`config.mk`:
```
export PLATFORM = sky130hd
export DESIGN_NAME = otg_irq_latch
export DESIGN_NICKNAME = d
export VERILOG_FILES = /design/src/rtl/otg_irq_pkg.sv /design/src/rtl/otg_src_sync.sv /design/src/rtl/otg_edge_detect.sv /design/src/rtl/otg_en_reg.sv /design/src/rtl/otg_irq_latch.sv
export SDC_FILE = /design/constraint.sdc
export NUM_CORES = 1
export LEC_CHECK = 0
export ABC_CLOCK_PERIOD_IN_PS = 4300
export BUFFER_PORTS_ARGS = -buffer_cell sky130_fd_sc_hd__buf_4
export CAP_MARGIN = 20
export CORE_ASPECT_RATIO = 0.9
export CORE_MARGIN = 2
export CORE_UTILIZATION = 45
export DETAILED_ROUTE_END_ITERATION = 16
export PLACE_DENSITY = 0.78
export SETUP_SLACK_MARGIN = 0.05
export SYNTH_ARGS = -nofsm -noshare
export SYNTH_HDL_FRONTEND = slang
export SYNTH_SLANG_ARGS = --single-unit
export TNS_END_PERCENT = 30
```
`constraint.sdc`:
```
create_clock -name clk -period 4.3 [get_ports clk]
set_clock_uncertainty 0.15 [all_clocks]
set_input_delay 0.86 -clock clk [delete_from_list [all_inputs] [get_ports clk]]
set_output_delay 0.86 -clock clk [all_outputs]
set_load 0.01 [all_outputs]
```
`src/rtl/otg_irq_pkg.sv`:
```
package otg_irq_pkg;

    localparam int SRC_N  = 5;
    localparam int ADDR_W = 6;
    localparam int DATA_W = 8;

    // source bit positions (software-visible)
    localparam int B_HOST_DISC = 0;
    localparam int B_VBUS_OK   = 1;
    localparam int B_SESS_OK   = 2;
    localparam int B_SESS_END  = 3;
    localparam int B_ID_GND    = 4;

    // register addresses
    localparam logic [ADDR_W-1:0] A_RISE_WR  = 6'h0D;
    localparam logic [ADDR_W-1:0] A_RISE_SET = 6'h0E;
    localparam logic [ADDR_W-1:0] A_RISE_CLR = 6'h0F;
    localparam logic [ADDR_W-1:0] A_FALL_WR  = 6'h10;
    localparam logic [ADDR_W-1:0] A_FALL_SET = 6'h11;
    localparam logic [ADDR_W-1:0] A_FALL_CLR = 6'h12;
    localparam logic [ADDR_W-1:0] A_LEVEL    = 6'h13;
    localparam logic [ADDR_W-1:0] A_STICKY   = 6'h14;

    typedef logic [SRC_N-1:0] src_vec_t;

    typedef enum logic [1:0] {
        EN_OP_NONE,
        EN_OP_WRITE,
        EN_OP_SET,
        EN_OP_CLEAR
    } en_op_e;

endpackage

```
`src/rtl/otg_src_sync.sv`:
```
module otg_src_sync #(
    parameter int W      = 5,
    parameter int STAGES = 2
) (
    input  logic         clk,
    input  logic         rst_n,
    input  logic [W-1:0] d_i,
    output logic [W-1:0] q_o
);
    logic [STAGES-1:0][W-1:0] stage_d, stage_q;

    always_comb begin
        stage_d[0] = d_i;
        for (int i = 1; i < STAGES; i++) begin
            stage_d[i] = stage_q[i-1];
        end
    end

    always_ff @(posedge clk or negedge rst_n) begin
        if (!rst_n) stage_q <= '0;
        else        stage_q <= stage_d;
    end

    assign q_o = stage_q[STAGES-1];
endmodule

```
`src/rtl/otg_edge_detect.sv`:
```
module otg_edge_detect #(
    parameter int W         = 5,
    parameter int TRACK_BIT = 4
) (
    input  logic         clk,
    input  logic         rst_n,
    input  logic [W-1:0] lvl_i,
    input  logic [W-1:0] rise_en_i,
    input  logic [W-1:0] fall_en_i,
    output logic [W-1:0] hit_o,
    output logic         track_chg_o
);
    logic [W-1:0] prev_d, prev_q;

    always_comb begin
        prev_d      = lvl_i;
        hit_o       = (lvl_i & ~prev_q & rise_en_i) | (~lvl_i & prev_q & fall_en_i);
        track_chg_o = lvl_i[TRACK_BIT] ^ prev_q[TRACK_BIT];
    end

    always_ff @(posedge clk or negedge rst_n) begin
        if (!rst_n) prev_q <= '0;
        else        prev_q <= prev_d;
    end
endmodule

```
`src/rtl/otg_en_reg.sv`:
```
module otg_en_reg
    import otg_irq_pkg::*;
#(
    parameter int W = 5
) (
    input  logic         clk,
    input  logic         rst_n,
    input  en_op_e       op_i,
    input  logic [W-1:0] wdata_i,
    output logic [W-1:0] val_o
);
    logic [W-1:0] val_d, val_q;

    always_comb begin
        val_d = val_q;
        unique case (op_i)
            EN_OP_WRITE: val_d = wdata_i;
            EN_OP_SET:   val_d = val_q | wdata_i;
            EN_OP_CLEAR: val_d = val_q & ~wdata_i;
            default:     val_d = val_q;
        endcase
    end

    always_ff @(posedge clk or negedge rst_n) begin
        if (!rst_n) val_q <= '0;
        else        val_q <= val_d;
    end

    assign val_o = val_q;
endmodule

```
`src/rtl/otg_irq_latch.sv`:
```
module otg_irq_latch
    import otg_irq_pkg::*;
#(
    parameter int SYNC_STAGES = 2
) (
    input  logic              clk,
    input  logic              rst_n,
    input  logic [SRC_N-1:0]  src_i,
    input  logic              low_power_i,
    input  logic              reg_we_i,
    input  logic              reg_re_i,
    input  logic [ADDR_W-1:0] reg_addr_i,
    input  logic [DATA_W-1:0] reg_wdata_i,
    output logic [DATA_W-1:0] reg_rdata_o,
    output logic              irq_o,
    output logic              notify_o
);
    localparam int PAD_W = DATA_W - SRC_N;

    typedef struct packed {
        src_vec_t sticky;
        logic     lp_seen;
        logic     notify;
    } state_t;

    state_t   st_d, st_q;
    src_vec_t lvl, hit, rise_en, fall_en, wbits, latch_q;
    logic     id_chg, rd_latch, lp_entry;
    en_op_e   rise_op, fall_op;
    logic     unused_wdata;

    assign wbits        = reg_wdata_i[SRC_N-1:0];
    assign unused_wdata = ^reg_wdata_i[DATA_W-1:SRC_N];

    otg_src_sync #(.W(SRC_N), .STAGES(SYNC_STAGES)) u_sync (
        .clk(clk), .rst_n(rst_n), .d_i(src_i), .q_o(lvl)
    );

    otg_edge_detect #(.W(SRC_N), .TRACK_BIT(B_ID_GND)) u_edge (
        .clk(clk), .rst_n(rst_n), .lvl_i(lvl),
        .rise_en_i(rise_en), .fall_en_i(fall_en),
        .hit_o(hit), .track_chg_o(id_chg)
    );

    otg_en_reg #(.W(SRC_N)) u_rise (
        .clk(clk), .rst_n(rst_n), .op_i(rise_op), .wdata_i(wbits), .val_o(rise_en)
    );

    otg_en_reg #(.W(SRC_N)) u_fall (
        .clk(clk), .rst_n(rst_n), .op_i(fall_op), .wdata_i(wbits), .val_o(fall_en)
    );

    // write decode
    always_comb begin
        rise_op = EN_OP_NONE;
        fall_op = EN_OP_NONE;
        if (reg_we_i) begin
            case (reg_addr_i)
                A_RISE_WR:  rise_op = EN_OP_WRITE;
                A_RISE_SET: rise_op = EN_OP_SET;
                A_RISE_CLR: rise_op = EN_OP_CLEAR;
                A_FALL_WR:  fall_op = EN_OP_WRITE;
                A_FALL_SET: fall_op = EN_OP_SET;
                A_FALL_CLR: fall_op = EN_OP_CLEAR;
                default: ;
            endcase
        end
    end

    // next state: clear first, then let new changes win
    always_comb begin
        rd_latch = reg_re_i && (reg_addr_i == A_STICKY);
        lp_entry = low_power_i && !st_q.lp_seen;

        st_d         = st_q;
        st_d.lp_seen = low_power_i;
        st_d.sticky  = ((rd_latch || lp_entry) ? '0 : st_q.sticky) | hit;
        st_d.notify  = ((hit != '0) || id_chg) && !low_power_i;
    end

    always_ff @(posedge clk or negedge rst_n) begin
        if (!rst_n) st_q <= '0;
        else        st_q <= st_d;
    end

    // read mux
    always_comb begin
        unique case (reg_addr_i)
            A_RISE_WR, A_RISE_SET, A_RISE_CLR: reg_rdata_o = {{PAD_W{1'b0}}, rise_en};
            A_FALL_WR, A_FALL_SET, A_FALL_CLR: reg_rdata_o = {{PAD_W{1'b0}}, fall_en};
            A_LEVEL:                           reg_rdata_o = {{PAD_W{1'b0}}, lvl};
            A_STICKY:                          reg_rdata_o = {{PAD_W{1'b0}}, st_q.sticky};
            default:                           reg_rdata_o = '0;
        endcase
    end

    assign latch_q  = st_q.sticky;
    assign irq_o    = |latch_q;
    assign notify_o = st_q.notify;
endmodule

```
Yosys cells after proc, flatten, opt, wreduce, memory -nomap -nowiden
Cells that the tools add are included.

Input bits: 24. Word-level logic and storage cells: 57. Register bits: 32.

Muxes and demuxes: 8. Bitwise operators: 14. Equality and inequality tests: 14. Reductions and logical operators: 13.

Operator list (count): 5-bit bitwise AND (6); 6-bit by 5-bit equality test with 1-bit output, second input constant (5); 5-bit one-hot mux with 3 select lines (2); 5-bit OR (4); 5-bit one-hot mux with 4 select lines (1); 6-bit by 4-bit equality test with 1-bit output, second input constant (3); 5-bit NOT (3); 2-bit one-hot mux with 3 select lines (2); 2-bit equality test, second input constant (4); 3-bit nonzero test (2); 3-bit OR reduction (2); 5-bit two-way mux (1); 5-bit nonzero test (1); 5-bit OR reduction (1); 2-bit by 1-bit equality test with 1-bit output, second input constant (2); 2-bit two-way mux (2); 1-bit logical AND (3); 1-bit zero test (2); 1-bit logical OR (2); 1-bit bitwise XOR (1).

Depth between registers and ports, before layout
Word-level depth: 7. Mapped depth: 5.

Hierarchy
A second synthesis with hierarchy kept.

Cells, all modules: 146. Area total of the unflattened synthesis: 1679.1 sq um.

By module, submodules not included: otg_en_reg (instances 2, seq. area each 125.1 sq um, area each 315.3 sq um, cells an instance 27); otg_irq_latch (instances 1, seq. area each 175.2 sq um, area each 548.0 sq um, cells an instance 59); otg_edge_detect (instances 1, seq. area each 125.1 sq um, area each 250.2 sq um, cells an instance 23); otg_src_sync (instances 1, seq. area each 250.2 sq um, area each 250.2 sq um, cells an instance 10).

Worst setup path before layout
No wires, ideal clock.

Path kind: in2out. Start: in reg_addr_i[2]. End: out reg_rdata_o[3]. Cell stages on the path: 4. Path slack: 1.491 ns. Arrival: 1.799 ns. Cell sequence: or4b_1 -> buf_2 -> a21oi_1 -> a221o_1.

Longest elaborated chain between the ends: 3. Elaborated cells on any way between the ends: 11. Those cells by class: 8 x eq/ne; 1 x mux; 2 x reduce/logical.

Ends and longest elaborated chain: start: declaration (RTL line otg_irq_latch.sv:12) `input logic [ADDR_W-1:0] reg_addr_i,`; 6-bit by 5-bit equality test with 1-bit output / 6-bit by 4-bit equality test with 1-bit output (equally long branches) (RTL line otg_irq_latch.sv:88) `unique case (reg_addr_i)`; 3-bit OR reduction (RTL line otg_irq_latch.sv:88); 5-bit one-hot mux with 4 select lines * (RTL line otg_irq_latch.sv:88); end: declaration (RTL line otg_irq_latch.sv:14) `output logic [DATA_W-1:0] reg_rdata_o,`.

Mark *: on every way between the ends. The rest lies on a longest branch, timed or not.

Final worst setup path
Ends and elaborated chain as after synthesis.

==> reports/results.tsv <==
metric	value	unit
status	complete, no violations	
die_area	3601	um2
dpl.hpwl	2.038	mm
min_from	u_sync.stage_d[8]$_DFF_PN0_	
grt_max_degree	33	
numClockSinks	32	
mostFrequentLayoutCells	dfrtp_1 (32), buf_4 (27), o21ai_1 (9)	
grt_pass1_wl	4.581	mm
vdd.ir_drop.worst	0.2487	mV
clockBufferDepth	2	
tightestPinTransition	509.3	ps
synth_flop_cell	dfrtp_1	
clock_tree.root_cell	clkbuf_4	
cap_violations	0	
crit_path_frequent_cell	buf_4	
grt_use_total	16.93	%
p_leak	0.8068	nW
io_pins	34	
holdBufCountCts	0	
cp_num_buf_inv	2	
htreeDepth	2	
synth_area	1411	um2
rsz0062_at_grt	no	
syn_area_per_cell	11.38	um2
cp.arrival	2140	ps
ant_nets	0	
layout_commonest_cell	dfrtp_1	
post-cts-setup-buffers	0	
antenna_cells	0	
portBuffers	27	
path_cells	buf_4 -> or4b_1 -> a21oi_1 -> a221o_1 -> buf_4	
hp-class	reg -> reg	
fin_setup_tns	0	ps
wl_per_cell	13.81	um
synth-edff-count	0	
syn_inst	124	
cts_tree	done	
nets	180	
powerDensity	416.0	nW/um2
coreArea	3019	um2
relSlewSlack	65.78	%
die_h	57.13	um
rrSetupSlack	2970	ps
synth_cell_types	28	
min_period_over_period	73.21	%
drv_slew	0	
max_freq	0.3176	GHz
critical_path.max_stage_delay	710	ps
grt_pass1_vias	977	
async_flop_share	100.0	%
worst_r2r_endpoint	notify_o$_DFF_PN0_	
clkTransAtPathRegs	90	ps
finalHoldViolCount	0	
first_pass_iters	4	
drt-initial-drc-count	18	
yosys_register_bits	32	
ys_warn_count	0	
holdPathStages	0	
worstSetupPathType	in -> out	
cts_resized	0	
crit_path_end_kind	output port	
drive_gt1_share	24.52	%
cp_max_fo	7	
viasPerCell	5.381	
setup_viol	0	
rr_worst_depth	4	
antenna_found_initial	0	
cts_buffers	5	
vias	1060	
power	712.6	uW
start_kind	primary input	
syn2layout_area_growth	21.37	%
path_delay_family	simple AND/OR/NAND/NOR gates	
place_congestion	0.8614	
wirelength	2.721	mm
synth_sequential_area_ratio	56.74	%
die_w	63.03	um
grt-ovfl-total	0	
cp_slowest_cell	or4b_1	
hold_end	u_sync.q_o[3]$_DFF_PN0_	
worstReg2RegStart	u_fall.val_o[1]$_DFFE_PN0P_	
num_rows	19	
fin_crit	3148	ps
crit_required	3290	ps
drc_errors	0	
start_util	46.75	%
insertion_delay	330	ps
kinds of logic (layout without fill, tap and decap cells):
logic type                 count (synthesis)  after routing  share of synthesized area (%)
AOI/OAI and AO/OA                         42             42                          19.15
muxes                                      4              4                          2.837
and+or+nand+nor                           27             27                          12.15
adders and majority gates                  2              2                          1.773
buffers and inverters                     11             40                          3.989
xor gates and xnor gates                   5              5                          3.103
other                                      1              3                         0.2657
DFF                                       32             32                          56.74
power breakdown:
part	internal, mW	leakage (nW)	switching, mW
Combinational	0.0580	0.379	0.0531
Sequential	0.344	0.386	0.0371
Clock	0.122	0.0422	0.0988
flip-flops by register name, summed over array words and instances (netlist names):
signal	flops
notify_o	1
u_rise.val_o	5
latch_q	5
u_fall.val_o	5
u_sync.q_o	5
st_q	1
u_sync.stage_d	5
u_edge.prev_q	5
stage by stage:
stage               instance area (um2)  hold slack (ps)  setup WS [ps]  instances  util (%)
floorplan                          1419            181.2           1491        126         -
global placement                   1637            182.3           1182        189     54.21
detailed placement                 1637            188.9           1165        189     54.21
CTS                                1713            210.4           1167        197     56.73
global route                       1713            218.3           1091        197     56.73
finish                             1713            207.7           1152        197     56.73
metal layers:
metal | GRT usage, % | vias up | wire length, um
met2 | 27.05 | 34 | 1334
met4 | 8.571 | 0 | 51
met5 | 0 | - | 0
met3 | 5.523 | 6 | 181
met1 | 20.84 | 512 | 1153
li1 | - | 508 | -
synthesized netlist by cell type (2+ instances only):
cell       number  area (um2)
a22o_1          6       52.55
a31oi_1         5       31.28
o21ai_0         3       15.01
o21ai_1         9       45.04
nor3_2          2       20.02
a21o_1          5       37.54
a22oi_1         4       30.03
nand4bb_1       2       22.52
a21oi_1         8       40.04
nand3b_1        4       30.03
xnor2_1         5       43.79
mux2i_1         4       40.04
nand2_1         7       26.28
buf_2           3       15.01
buf_4           3       22.52
inv_1           5       18.77
nor3_1          2       10.01
dfrtp_1        32       800.8
ha_1            2       25.02
nor2_1          5       18.77
layout make-up:
type,instances,area (um2)
Fill cell,261,1306
Clock inverter,2,35.03
Sequential cell,32,800.8
Timing Repair Buffer,27,202.7
Multi-Input combinational cell,83,561.8
Tap cell,42,52.55
Inverter,5,18.77
Clock buffer,6,41.29
worst max path at each step:
stage	end	startpoint	slack (ps)	cells after the start
3_3_place_gp	reg_rdata_o[3]	reg_addr_i[2]	1180	5
2_1_floorplan	reg_rdata_o[3]	reg_addr_i[2]	1490	4
5_1_grt	reg_rdata_o[3]	reg_addr_i[2]	1090	5
3_5_place_dp	reg_rdata_o[3]	reg_addr_i[2]	1170	5
6_report	reg_rdata_o[3]	reg_addr_i[2]	1150	5
4_1_cts	reg_rdata_o[3]	reg_addr_i[2]	1170	5
No activity file was read; power rests on OpenSTA's default activity.
